File: src/rtl/rndzv_sync.sv
module rndzv_sync #(
  parameter int ADDR_W = 4,
  parameter int DATA_W = 64,
  parameter int TID_W  = 8
) (
  input  logic              clk,
  input  logic              rst_n,
  input  logic              prod_req,
  input  logic [ADDR_W-1:0] prod_addr,
  input  logic [TID_W-1:0]  prod_tid,
  input  logic [DATA_W-1:0] prod_data,
  output logic              prod_suspend,
  output logic              prod_done,
  output logic              prod_busy,
  input  logic              cons_req,
  input  logic [ADDR_W-1:0] cons_addr,
  input  logic [TID_W-1:0]  cons_tid,
  output logic              cons_suspend,
  output logic              cons_done,
  output logic              cons_busy,
  output logic [DATA_W-1:0] cons_rdata,
  input  logic              mem_req,
  input  logic              mem_we,
  input  logic [ADDR_W-1:0] mem_addr,
  input  logic [DATA_W-1:0] mem_wdata,
  output logic [DATA_W-1:0] mem_rdata,
  output logic              mem_busy,
  output logic              wake_valid,
  output logic [TID_W-1:0]  wake_tid
);
  localparam int DEPTH = 1 << ADDR_W;
  localparam int PAD_W = DATA_W - TID_W;

  logic [DATA_W-1:0] word_q [DEPTH];
  logic [DATA_W-1:0] park_q [DEPTH];
  logic [DEPTH-1:0]  own_q;
  logic [DEPTH-1:0]  by_prod_q;

  logic p_own, p_byp, c_own, c_byp, m_own, c_go, m_go;

  assign p_own = own_q[prod_addr];
  assign p_byp = by_prod_q[prod_addr];
  assign c_own = own_q[cons_addr];
  assign c_byp = by_prod_q[cons_addr];
  assign m_own = own_q[mem_addr];

  assign c_go = cons_req & ~prod_req;
  assign m_go = mem_req & ~prod_req & ~cons_req;

  assign prod_suspend = prod_req & ~p_own;
  assign prod_done    = prod_req & p_own & ~p_byp;
  assign prod_busy    = prod_req & p_own & p_byp;

  assign cons_suspend = c_go & ~c_own;
  assign cons_done    = c_go & c_own & c_byp;
  assign cons_busy    = cons_req & (prod_req | (c_own & ~c_byp));
  assign cons_rdata   = cons_done ? park_q[cons_addr] : '0;

  assign mem_busy  = mem_req & ~(m_go & ~m_own);
  assign mem_rdata = (m_go & ~m_own & ~mem_we) ? word_q[mem_addr] : '0;

  always_ff @(posedge clk) begin
    if (!rst_n) begin
      own_q      <= '0;
      by_prod_q  <= '0;
      wake_valid <= 1'b0;
      wake_tid   <= '0;
      for (int i = 0; i < DEPTH; i++) begin
        word_q[i] <= '0;
        park_q[i] <= '0;
      end
    end else begin
      wake_valid <= prod_done | cons_done;
      if (prod_done)
        wake_tid <= word_q[prod_addr][TID_W-1:0];
      else if (cons_done)
        wake_tid <= word_q[cons_addr][TID_W-1:0];

      if (prod_suspend) begin
        own_q[prod_addr]     <= 1'b1;
        by_prod_q[prod_addr] <= 1'b1;
        word_q[prod_addr]    <= {{PAD_W{1'b0}}, prod_tid};
        park_q[prod_addr]    <= prod_data;
      end else if (prod_done) begin
        own_q[prod_addr]  <= 1'b0;
        word_q[prod_addr] <= prod_data;
      end else if (cons_suspend) begin
        own_q[cons_addr]     <= 1'b1;
        by_prod_q[cons_addr] <= 1'b0;
        word_q[cons_addr]    <= {{PAD_W{1'b0}}, cons_tid};
      end else if (cons_done) begin
        own_q[cons_addr]  <= 1'b0;
        word_q[cons_addr] <= park_q[cons_addr];
      end else if (m_go & mem_we & ~m_own) begin
        word_q[mem_addr] <= mem_wdata;
      end
    end
  end
endmodule

File: config.mk
export PLATFORM = sky130hd
export DESIGN_NAME = rndzv_sync
export DESIGN_NICKNAME = d
export VERILOG_FILES = /design/src/rtl/rndzv_sync.sv
export SDC_FILE = /design/constraint.sdc
export NUM_CORES = 2
export LEC_CHECK = 0
export BUFFER_PORTS_ARGS = -buffer_cell sky130_fd_sc_hd__buf_4
export CORE_ASPECT_RATIO = 1.2
export CORE_MARGIN = 4
export CORE_UTILIZATION = 65
export CTS_BUF_LIST = sky130_fd_sc_hd__clkbuf_2 sky130_fd_sc_hd__clkbuf_4 sky130_fd_sc_hd__clkbuf_8
export DETAILED_ROUTE_END_ITERATION = 8
export PLACE_DENSITY = 0.83
export SLEW_MARGIN = 20
export SYNTH_ARGS = -nofsm -noshare
export SYNTH_HDL_FRONTEND = slang
export SYNTH_SLANG_ARGS = --single-unit
File: constraint.sdc
create_clock -name clk -period 13.1 [get_ports clk]
set_input_delay 1.31 -clock clk [delete_from_list [all_inputs] [get_ports clk]]
set_output_delay 1.31 -clock clk [all_outputs]
set_load 0.05 [all_outputs]
==> results.md <==
- Status: complete, no violations
- Max Root-Sink Buffers: 4
- Setup slack, reg-to-reg: 7.38 ns
- Final Net Count: 6433
- Cts bufs inserted: 322
- Post-synth top area cell: edfxtp_1
- Slew margin rel.: 16.4%
- Reg2reg end: park_q[7][37]
- Met2 GRT Util: 58.5%
- I/O pin total: 306
- Clk_skew: 0.0791 ns
- Number of synthesized flops with an enable pin: 2048
- Vias per cell: 7.33
- Fmax: 130 MHz
- Fin crit period: 7.70 ns
- Worst Hold Slack: 0.477 ns
- DR DRC count: 0
- Met3 GRT Util: 10.7%
- Total GRT Usage: 37.0%
- Worst-Skew Late Latency: 1.05 ns
- Mapped Area: 0.0973 sq mm
- Vias in the first global route: 63.0k
- DIE HEIGHT: 432 um
- First-pass detailed-route iteration total: 6
- Number of max-cap violations: 0
- Filler cells: 8758
- Net Sw Power: 3.50 mW
- Critical path destination: cons_rdata[50]
- Setup bufs post-CTS: 0
- R2R cell count: 11
- CTS Hold Bufs: 0
- Share of the synthesized area in the top cell type: 63.2%
- Top_reg_cell synth: edfxtp_1
- Area Growth Syn to Fin: 10.2%
- Commonest non-fill, non-tap cell in the layout: edfxtp_1
- H-tree levels: 5
- PostCTS Resize Cnt: 0
- Req. time, crit path: 11.79 ns
- Pwr Total: 14.3 mW
- Synthesized Nets: 6344
- HP Start: by_prod_q[10]
- Hold depth: 2
- Crit path from: cons_addr[0]
- Initial antenna violation count: 22
- Port bufs: 305
- Horiz. Die Dim: 361 um
- Mean Syn Cell Area: 15.7 sq um
- Final Worst Setup Slack: 5.40 ns
- Switching Fraction: 24.4%
- Multi-input gate area: 0.0329 sq mm
- Root buf cell: clkbuf_8
- Largest net degree at the start of global routing: 209
- Initial Util: 65.4%
- Worst slack at placement: 5.34 ns
- Startpoint type of the worst setup path: primary input
- Unrepaired setup endpoints after global routing: no
- DRT Wirelength: 287000 um
- WL per Instance: 33.9 um
- Clock-pin slew on the worst setup and hold paths: 0.06 ns
- CTS tree: built
- Flop pwr share: 53.7%
- Number of core rows: 155
- Clock share of power: 36.6%
- Area contributors post-synth: edfxtp_1, mux4_2, and2_1
- Met1 usage: 47.0%
- Placeable Area: 0.149 sq mm
- Synth warn: 0
- FF+latch count, synth: 2089
- # setup viols final: 0
- Clock Sinks: 2089
- Via Count: 62.1k
- Mapped Cells: 6182
- Post-route ant nets: 0
- Cell Pwr Density: 134 mW/mm^2
- DP Wirelength: 155000 um
- P_int: 10.8 mW
- Tcrit/Tclk final: 58.8%
- Synth cell types: 63
- Fin Setup TNS: 0 ns
- Most frequent cells in the layout: edfxtp_1, nor3_1, and2_1
- Worst setup path class: in2out
- HP Class: reg2reg
- Combinational Power Share: 9.7%
- First-pass GRT wire length: 417000 um
- Number of max-slew violations in the final report: 0
- Die ar.: 0.156 sq mm
- Worst VDD drop: 0.0000773 V
- Crit end category: primary output
- Critical-path maximum fanout: 76
- GP Congestion: 0.966
- DR iter-0 viols: 10.1k
- GRT busiest layer: met2
- Sequential area share after synthesis: 64.0%
- Async SR Flop Fraction: 0%
- Pleak: 36.5 nW
- Layout cell share with drive strength beyond 1: 27.8%
- Worst path arrival time: 6.39 ns
- Register area: 0.0623 sq mm
- Remaining global-route overflow: 0
- Hold Violations, Final: 0
- Worst slew pin tran: 1.25 ns
## cell type report
type | instances | share of cell area, %
Multi-Input combinational cell | 3392 | 30.6
Clock inverter | 116 | 0.610
Clock buffer | 437 | 4.99
Sequential cell | 2089 | 58.1
Timing Repair Buffer | 456 | 3.31
Tap cell | 1962 | 2.29
Antenna cell | 12 | 0.0280
Inverter | 10 | 0.0350
## sequential cells by signal, indices dropped and copies added (netlist names), named ones only
name	count
wake_valid	1
wake_tid	8
park_q	1024
word_q	1024
by_prod_q	16
## cells in the mapped netlist, types with 5 or more instances
cell type	count
mux2_2	8
mux4_2	740
and2_1	1028
nand3_1	20
nor3b_1	66
mux2i_1	12
o31ai_1	11
a22o_1	57
inv_1	8
nor3_2	9
edfxtp_1	2048
buf_4	12
clkbuf_1	496
o21ai_0	38
or2_2	6
a31oi_1	11
buf_2	140
nand2_1	37
nor3_1	1031
buf_1	40
a221o_1	8
nor2b_1	70
nor2_1	50
o221ai_1	7
and3_1	5
nand2b_1	12
o22ai_1	13
o211ai_1	11
dfxtp_1	41
a21oi_1	88
## per-stage QoR
step / util [%] / cell area (sq um) / instances
floorplan: - / 97300 / 6182
global placement: 67.9 / 101000 / 7908
detailed placement: 68.0 / 101000 / 7908
CTS: 72.0 / 107000 / 8461
global route: 72.1 / 107000 / 8467
finish: 72.1 / 107000 / 8474
## kinds of logic (layout without fill, tap and decap cells)
family / after synthesis / count (layout) / synth area share [%]
muxes: 762 / 762 / 17.4
AOI/OAI and AO/OA: 283 / 283 / 1.97
DFF: 2089 / 2089 / 64.0
other: 0 / 12 / 0
and+or+nand+nor: 2347 / 2347 / 13.7
buffers and inverters: 701 / 1019 / 2.95
## critical path, cell delays in order
cell and delay (ns):
buf_8 0.55, buf_4 0.86, buf_4 0.76, buf_4 0.84
mux4_2 0.40, mux4_2 0.25, nor3b_1 0.78, buf_4 0.34
## worst min path at each step
stage,endpoint,slack (ns)
5_1_grt,by_prod_q[10],0.50
4_1_cts,by_prod_q[10],0.48
2_1_floorplan,by_prod_q[11],0.44
3_5_place_dp,by_prod_q[10],0.47
3_3_place_gp,by_prod_q[10],0.46
6_report,by_prod_q[10],0.48
## power groups by stage
stage / Sequential, mW / Clock [mW] / Combinational, mW
after CTS: 7.70 / 5.25 / 1.36
after floorplan: 7.85 / 0 / 0.867
final: 7.71 / 5.24 / 1.39
after detailed placement: 7.84 / 0 / 1.36
after global placement: 7.81 / 0 / 1.34
after global routing: 7.72 / 5.56 / 1.43
## routing by layer
layer / up-vias / share of wire (%)
li1: 24300 / -
met1: 30900 / 31
met2: 5684 / 48
met3: 1180 / 15
met4: 16 / 6.0
met5: - / 0.032
(Power assumes the default switching activity.)
